[src/rtl/llsc_pkg.sv]
package llsc_pkg;

  // Operation encoding presented on opKind
  localparam logic [2:0] KIND_PLAIN = 3'd0;
  localparam logic [2:0] KIND_LLW   = 3'd1;
  localparam logic [2:0] KIND_LLD   = 3'd2;
  localparam logic [2:0] KIND_SCW   = 3'd3;
  localparam logic [2:0] KIND_SCD   = 3'd4;

  // Alignment widths (log2 of access size in bytes)
  localparam int WORD_LG = 2;
  localparam int DBL_LG  = 3;

  // Strobes from control to datapath
  typedef struct packed {
    logic respValid;  // an operation was presented
    logic doSync;     // synchronisation performed for this operation
    logic addrErr;    // alignment fault
    logic rsvdInstr;  // doubleword form outside 64-bit mode
    logic loadLink;   // accepted load-linked
    logic scAttempt;  // accepted store-conditional
    logic dropResv;   // cancel request from outside
  } ctrlStrb_t;

endpackage

[src/rtl/llsc_ctrl.sv]
module llsc_ctrl
  import llsc_pkg::*;
(
  input  logic              clk,
  input  logic              rstN,
  input  logic              opValid,
  input  logic [2:0]        opKind,
  input  logic [DBL_LG-1:0] addrLow,
  input  logic              mode64,
  input  logic              invalidate,
  input  logic              excReturn,
  input  logic              syncQ,
  output ctrlStrb_t         strb
);

  logic isLink, isCond, isDbl, misAligned;

  always_comb begin
    isLink = 1'b0;
    isCond = 1'b0;
    isDbl  = 1'b0;
    case (opKind)
      KIND_LLW: isLink = 1'b1;
      KIND_LLD: begin isLink = 1'b1; isDbl = 1'b1; end
      KIND_SCW: isCond = 1'b1;
      KIND_SCD: begin isCond = 1'b1; isDbl = 1'b1; end
      default:  ;
    endcase
  end

  // Alignment depends on the access size of the form
  always_comb begin
    if (isDbl) misAligned = |addrLow[DBL_LG-1:0];
    else       misAligned = |addrLow[WORD_LG-1:0];
  end

  // Order matters: mode check, then synchronisation, then alignment
  always_comb begin
    strb           = '0;
    strb.respValid = opValid;
    strb.dropResv  = invalidate | excReturn;
    if (opValid) begin
      if (isDbl && !mode64) begin
        strb.rsvdInstr = 1'b1;
      end else begin
        strb.doSync = syncQ;
        if ((isLink || isCond) && misAligned) begin
          strb.addrErr = 1'b1;
        end else begin
          strb.loadLink  = isLink;
          strb.scAttempt = isCond;
        end
      end
    end
  end

  // at most one outcome class per operation
  p_one_outcome_r7: assert property (@(posedge clk) disable iff (!rstN)
    $onehot0({strb.addrErr, strb.rsvdInstr, strb.loadLink | strb.scAttempt}));

  // a rejected doubleword form never synchronises
  p_rsvd_no_sync_r8: assert property (@(posedge clk) disable iff (!rstN)
    strb.rsvdInstr |-> !strb.doSync);

endmodule

[src/rtl/llsc_dpath.sv]
module llsc_dpath
  import llsc_pkg::*;
#(
  parameter int PA_W    = 36,
  parameter int LINK_LO = 4,
  parameter int DATA_W  = 64,
  localparam int LINK_W = PA_W - LINK_LO
)(
  input  logic              clk,
  input  logic              rstN,
  input  ctrlStrb_t         strb,
  input  logic [PA_W-1:0]   physAddr,
  output logic              resvValid,
  output logic [LINK_W-1:0] linkAddr,
  output logic              syncPending,
  output logic              respValid,
  output logic              respStore,
  output logic [DATA_W-1:0] respResult,
  output logic              respSync,
  output logic              respAddrErr,
  output logic              respRsvdInstr
);

  logic              resvQ, syncQ, okQ;
  logic [LINK_W-1:0] linkQ;

  // Reservation bit: a load-linked wins over any cancel in the same cycle
  always_ff @(posedge clk) begin
    if (!rstN)                                resvQ <= 1'b0;
    else if (strb.loadLink)                   resvQ <= 1'b1;
    else if (strb.scAttempt || strb.dropResv) resvQ <= 1'b0;
  end

  always_ff @(posedge clk) begin
    if (!rstN)              linkQ <= '0;
    else if (strb.loadLink) linkQ <= physAddr[PA_W-1:LINK_LO];
  end

  // Synchronisation flag: armed by LL/SC, consumed by a sync
  always_ff @(posedge clk) begin
    if (!rstN)                                 syncQ <= 1'b0;
    else if (strb.loadLink || strb.scAttempt)  syncQ <= 1'b1;
    else if (strb.doSync)                      syncQ <= 1'b0;
  end

  // Response registers
  always_ff @(posedge clk) begin
    if (!rstN) begin
      respValid     <= 1'b0;
      respSync      <= 1'b0;
      respAddrErr   <= 1'b0;
      respRsvdInstr <= 1'b0;
      respStore     <= 1'b0;
      okQ           <= 1'b0;
    end else begin
      respValid     <= strb.respValid;
      respSync      <= strb.doSync;
      respAddrErr   <= strb.addrErr;
      respRsvdInstr <= strb.rsvdInstr;
      respStore     <= strb.scAttempt & resvQ;
      okQ           <= strb.scAttempt & resvQ;
    end
  end

  generate
    if (DATA_W > 1) begin : g_pad
      assign respResult = {{(DATA_W-1){1'b0}}, okQ};
    end else begin : g_bit
      assign respResult = okQ;
    end
  endgenerate

  assign resvValid   = resvQ;
  assign linkAddr    = linkQ;
  assign syncPending = syncQ;

  // an accepted load-linked always leaves a reservation
  p_link_sets_r2: assert property (@(posedge clk) disable iff (!rstN)
    strb.loadLink |=> resvValid);

  // no store without a reservation
  p_no_store_r4: assert property (@(posedge clk) disable iff (!rstN)
    (strb.scAttempt && !resvQ) |=> !respStore);

  // load-linked and store-conditional arm the sync flag
  p_sync_armed_r5: assert property (@(posedge clk) disable iff (!rstN)
    (strb.loadLink || strb.scAttempt) |=> syncPending);

  // cancel without a competing load-linked clears the reservation
  p_cancel_r9: assert property (@(posedge clk) disable iff (!rstN)
    (strb.dropResv && !strb.loadLink) |=> !resvValid);

  // link address only moves on a load-linked
  p_link_hold_r9: assert property (@(posedge clk) disable iff (!rstN)
    !strb.loadLink |=> $stable(linkAddr));

endmodule

[src/rtl/llsc_monitor.sv]
module llsc_monitor
  import llsc_pkg::*;
#(
  parameter int PA_W    = 36,
  parameter int LINK_LO = 4,
  parameter int DATA_W  = 64,
  localparam int LINK_W = PA_W - LINK_LO
)(
  input  logic              clk,
  input  logic              rstN,
  input  logic              opValid,
  input  logic [2:0]        opKind,
  input  logic [PA_W-1:0]   physAddr,
  input  logic              mode64,
  input  logic              invalidate,
  input  logic              excReturn,
  output logic              respValid,
  output logic              respStore,
  output logic [DATA_W-1:0] respResult,
  output logic              respSync,
  output logic              respAddrErr,
  output logic              respRsvdInstr,
  output logic              resvValid,
  output logic [LINK_W-1:0] linkAddr,
  output logic              syncPending
);

  ctrlStrb_t strb;

  llsc_ctrl ctrl_i (
    .clk        (clk),
    .rstN       (rstN),
    .opValid    (opValid),
    .opKind     (opKind),
    .addrLow    (physAddr[DBL_LG-1:0]),
    .mode64     (mode64),
    .invalidate (invalidate),
    .excReturn  (excReturn),
    .syncQ      (syncPending),
    .strb       (strb)
  );

  llsc_dpath #(.PA_W(PA_W), .LINK_LO(LINK_LO), .DATA_W(DATA_W)) dpath_i (
    .clk           (clk),
    .rstN          (rstN),
    .strb          (strb),
    .physAddr      (physAddr),
    .resvValid     (resvValid),
    .linkAddr      (linkAddr),
    .syncPending   (syncPending),
    .respValid     (respValid),
    .respStore     (respStore),
    .respResult    (respResult),
    .respSync      (respSync),
    .respAddrErr   (respAddrErr),
    .respRsvdInstr (respRsvdInstr)
  );

  // one response per strobe, one cycle later
  p_resp_follows_r12: assert property (@(posedge clk) disable iff (!rstN)
    opValid |=> respValid);
  p_resp_idle_r12: assert property (@(posedge clk) disable iff (!rstN)
    !opValid |=> !respValid);

  // a rejected doubleword form leaves link and sync state alone
  p_rsvd_stable_r8: assert property (@(posedge clk) disable iff (!rstN)
    (opValid && !mode64 && (opKind == KIND_LLD || opKind == KIND_SCD))
      |=> ($stable(linkAddr) && $stable(syncPending)));

  // a store is always reported as success in the result
  p_store_result_r3: assert property (@(posedge clk) disable iff (!rstN)
    respStore |-> (respResult == DATA_W'(1)));

endmodule

[config.mk]
export PLATFORM = sky130hd
export DESIGN_NAME = llsc_monitor
export DESIGN_NICKNAME = d
export VERILOG_FILES = /design/src/rtl/llsc_pkg.sv /design/src/rtl/llsc_ctrl.sv /design/src/rtl/llsc_dpath.sv /design/src/rtl/llsc_monitor.sv
export SDC_FILE = /design/constraint.sdc
export NUM_CORES = 1
export LEC_CHECK = 0
export ABC_AREA = 1
export ABC_CLOCK_PERIOD_IN_PS = 1800
export BUFFER_PORTS_ARGS = -buffer_cell sky130_fd_sc_hd__buf_2
export CAP_MARGIN = 40
export CORE_MARGIN = 4
export CORE_UTILIZATION = 43
export DETAILED_ROUTE_END_ITERATION = 12
export HOLD_SLACK_MARGIN = 0.08
export PLACE_DENSITY_LB_ADDON = 0.25
export SYNTH_ARGS = -nofsm -noshare
export SYNTH_HDL_FRONTEND = slang
export SYNTH_SLANG_ARGS = --single-unit
export TNS_END_PERCENT = 20
[constraint.sdc]
create_clock -name clk -period 1.8 [get_ports clk]
set_clock_uncertainty 0.2 [all_clocks]
set_input_delay 0.09 -clock clk [delete_from_list [all_inputs] [get_ports clk]]
set_output_delay 0.09 -clock clk [all_outputs]
set_load 0.1 [all_outputs]
==> summary.md <==
| Metric | Value |
|---|---|
| Run status | completed |
| Reg2reg path depth | 5 |
| Dpl ws | ~0.23 ns |
| Number of flops mapped to enable cells by yosys | 0 |
| Mapped Cells | 326 |
| Hold path start | physAddr[0] |
| PwrDens | between 900 and 1000 mW/mm² |
| Num CTS Buffers | 5 |
| H-tree lvl count | 2 |
| Router iterations before antenna repair | 4 |
| CTS Buffer Depth | 2 |
| Die Height | 82.02 µm |
| All-layer global routing usage | around 15% |
| Largest net degree at the start of global routing | 42 |
| Period Utilization, post-route | between 90% and 100% |
| Seq/Total Area, Yosys | approximately a third |
| Critical Path Start Type | input port |
| Number of synthesized register bits | 39 |
| Peak supply drop | around 0.5 mV |
| DRC | 0 |
| Count of final setup violators | 0 |
| Hold_ws | around 0.14 ns |
| Post-Route Setup TNS | 0 ns |
| Vias/cell | between 4 and 5 |
| Num ports | between 100 and 150 |
| Final Non-Filler Cells | between 500 and 600 |
| Clock Latency Late Sink | roughly 0.28 ns |
| DR iter-0 viols | 55 |
| Area share of fa/ha/maj cells after synthesis | 0% |
| Crit path depth | 8 |
| Hold depth | 5 |
| Via count | around 2100 |
| Synth Warn # | 0 |
| Mux contribution to synthesized area | 0% |
| Nets@finish | 489 |
| Max-slew violations | 0 |
| Initial Util | 45.26% |
| Die X | approximately 80 µm |
| ANT cells | 0 |
| Slowest stage cell, crit path | dlygate4sd3_1 |
| Setup ws final | 0.05680 ns |
| Die Footprint | around 0.0067 mm² |
| Compound-Gate Fraction of Synth Area | 10.78% |
| Leakage power | around 1.7 nW |
| Crit path arrival time | between 1.5 and 2 ns |
| Main combinational cell family by area after synthesis | buffers and inverters |
| Reg2reg start | dpath_i.resvValid |
| Initial antenna violation count | 0 |
| Fmax | approximately 570 MHz |
| Relative slew slack | between 60% and 70% |
| CP bufs+invs | 3 |
| Slew of the pin with the lowest slew margin | 0.5144 ns |
| Clk slew on worst S/H paths | around 0.08 ns |
| P&R area growth vs syn | 31.01% |
| Global-route wire length before repair | between 8 and 9 mm |
| CTS tree | yes |
| Routed WL | ~5.2 mm |
| Cell family with most CP delay | buffers and inverters |
| CTS root buf | clkbuf_8 |
| Worst setup EP type | register |
| Vias in the first global route | 1911 |
| Min-delay worst type | input port to register |
| Critical Path RT | 1.78 ns |
| Hpwl dp | around 3.5 mm |
| Placed Instances | around 470 |
| Netlist Area Pre-Place | approximately 0.0024 mm² |
| CP Cell Sequence | dlygate4sd3_1 -> buf_4 -> nand3_1 -> dlygate4sd3_1 -> nor2_1 -> nand2_1 -> nand2_1 -> a21oi_1 |
| Global route total overflow | 0 |
| CTS Sinks | 39 |
| Unique masters post-synth | 18 |
| XOR/XNOR share of the synthesized area | 0% |
| Synth Flop Type | dfxtp_1 |
| Share of layout cells above drive strength 1 | a little over a quarter |
| Max-cap violations | 0 |
| Max FO, Critical Path | 4 |
| Final hold vios | 0 |
| Tmin final | 1.743 ns |
| WL/cell | around 10 µm |
| Antenna-violating nets left | 0 |
| Num rows | 26 |
| Average size of a mapped cell | around 7.2 µm² |
| PortBufs | 83 |
| Critical setup path kind | input port to register |
| Hold Path Sink | dpath_i.respAddrErr |
| Critical path's largest stage delay | just under 0.6 ns |
| Synth Area in Simple Gates | a little under a quarter |
| GPL Wtd Cong | between 0.6 and 0.7 |
| Share of synthesized registers carrying an async set or reset | 0% |
| Worst reg2reg endpoint | dpath_i.resvValid |
| Core area | roughly 0.0052 mm² |
| RSZ-0062 raised after global routing | false |
| FF-to-FF setup slack | 0.29 ns |
## timing repair
item                                   CTS  global route
setup buffers                            0             0
endpoints found under the hold margin   39             0
gates resized for setup                  0             4
setup endpoints to repair                0             3
hold buffers                            42             0
## where the power goes
part / leakage (nW) / internal (mW) / switching [mW]
combinational: 1.32 / 0.209 / 1.05
clock: 0.0515 / 0.350 / 0.287
sequential: 0.317 / 0.900 / 0.0205
## sequential cells by signal, summed over array words and instances (netlist names)
register	cells
dpath_i.respStore	1
dpath_i.respSync	1
dpath_i.respValid	1
dpath_i.syncPending	1
dpath_i.linkAddr	32
dpath_i.respAddrErr	1
dpath_i.respRsvdInstr	1
dpath_i.resvValid	1
## cells by family (layout without fill, tap and decap cells)
group	Yosys count	after routing
buffers and inverters	122	179
AOI/OAI and AO/OA	35	35
other	1	63
and+or+nand+nor	129	129
DFF	39	39
## metrics by stage
| step | total power, mW | instance area, µm² | utilization, % |
|---|---|---|---|
| 2_1_floorplan | 2.112 | 2589 | - |
| 3_3_place_gp | 2.115 | 2550 | 48.99 |
| 3_5_place_dp | 2.119 | 2550 | 48.99 |
| 4_1_cts | 2.841 | 3070 | 58.99 |
| 5_1_grt | 2.942 | 3087 | 59.30 |
| 6_report | 2.813 | 3087 | 59.30 |
## final cells by class
type / instances / area, µm²
Clock buffer: 8 / 100.1
Tap cell: 70 / 87.58
Timing Repair Buffer: 131 / 923.4
Sequential cell: 39 / 780.7
Inverter: 40 / 150.1
Multi-Input combinational cell: 227 / 1045
Fill cell: 494 / 2118
## synth_stat cells (2+ instances only)
cell type	number	area share, %
buf_4	65	21
nand2_1	49	7.8
nor2_1	40	6.4
dfxtp_1	39	33
inv_1	39	6.2
nand3_1	35	7.4
a21oi_2	20	7.4
a21oi_1	14	3.0
buf_6	9	4.3
buf_2	4	0.85
clkbuf_1	4	0.64
nor3_1	2	0.42
## placed cells by master (no fill, tap or decap)
cell | netlist | routed
buf_2 | 4 | 81
conb_1 | 1 | 63
nand2_1 | 49 | 48
dlygate4sd3_1 | 0 | 42
nor2_1 | 40 | 40
inv_1 | 39 | 39
dfxtp_1 | 39 | 39
nand3_1 | 35 | 35
a21oi_2 | 20 | 20
a21oi_1 | 14 | 14
clkbuf_8 | 0 | 7
buf_4 | 65 | 4
buf_12 | 0 | 3
nand2_2 | 1 | 2
nor3_1 | 2 | 2
or2_1 | 1 | 1
o21ai_2 | 1 | 1
nand3b_4 | 0 | 1
inv_2 | 1 | 1
clkbuf_1 | 4 | 1
clkbuf_4 | 0 | 1
## routing by layer
layer | GRT usage [%] | vias to the layer above | part of all wire [%]
met3 | 4.825 | 2 | 9.8
li1 | - | 1108 | -
met4 | 3.821 | 0 | 0.36
met1 | 16.69 | 897 | 42
met2 | 28.35 | 98 | 48
met5 | 0 | - | 0
## worst reg2reg max path, cell delays in order (launching register included)
cell and delay, ns:
dfxtp_1 0.33, inv_1 0.05, nor3_1 0.12, dlygate4sd3_1 0.57, nand2_1 0.06, a21oi_1 0.11
## worst max path at each step
stage / startpoint / to
6_report: opValid / dpath_i.resvValid
5_1_grt: rstN / dpath_i.respAddrErr
4_1_cts: mode64 / dpath_i.syncPending
3_5_place_dp: opKind[0] / dpath_i.linkAddr[2]
3_3_place_gp: opKind[0] / dpath_i.linkAddr[5]
2_1_floorplan: dpath_i.respStore / respResult[0]
Note: power is estimated with default switching activity, not from simulation.
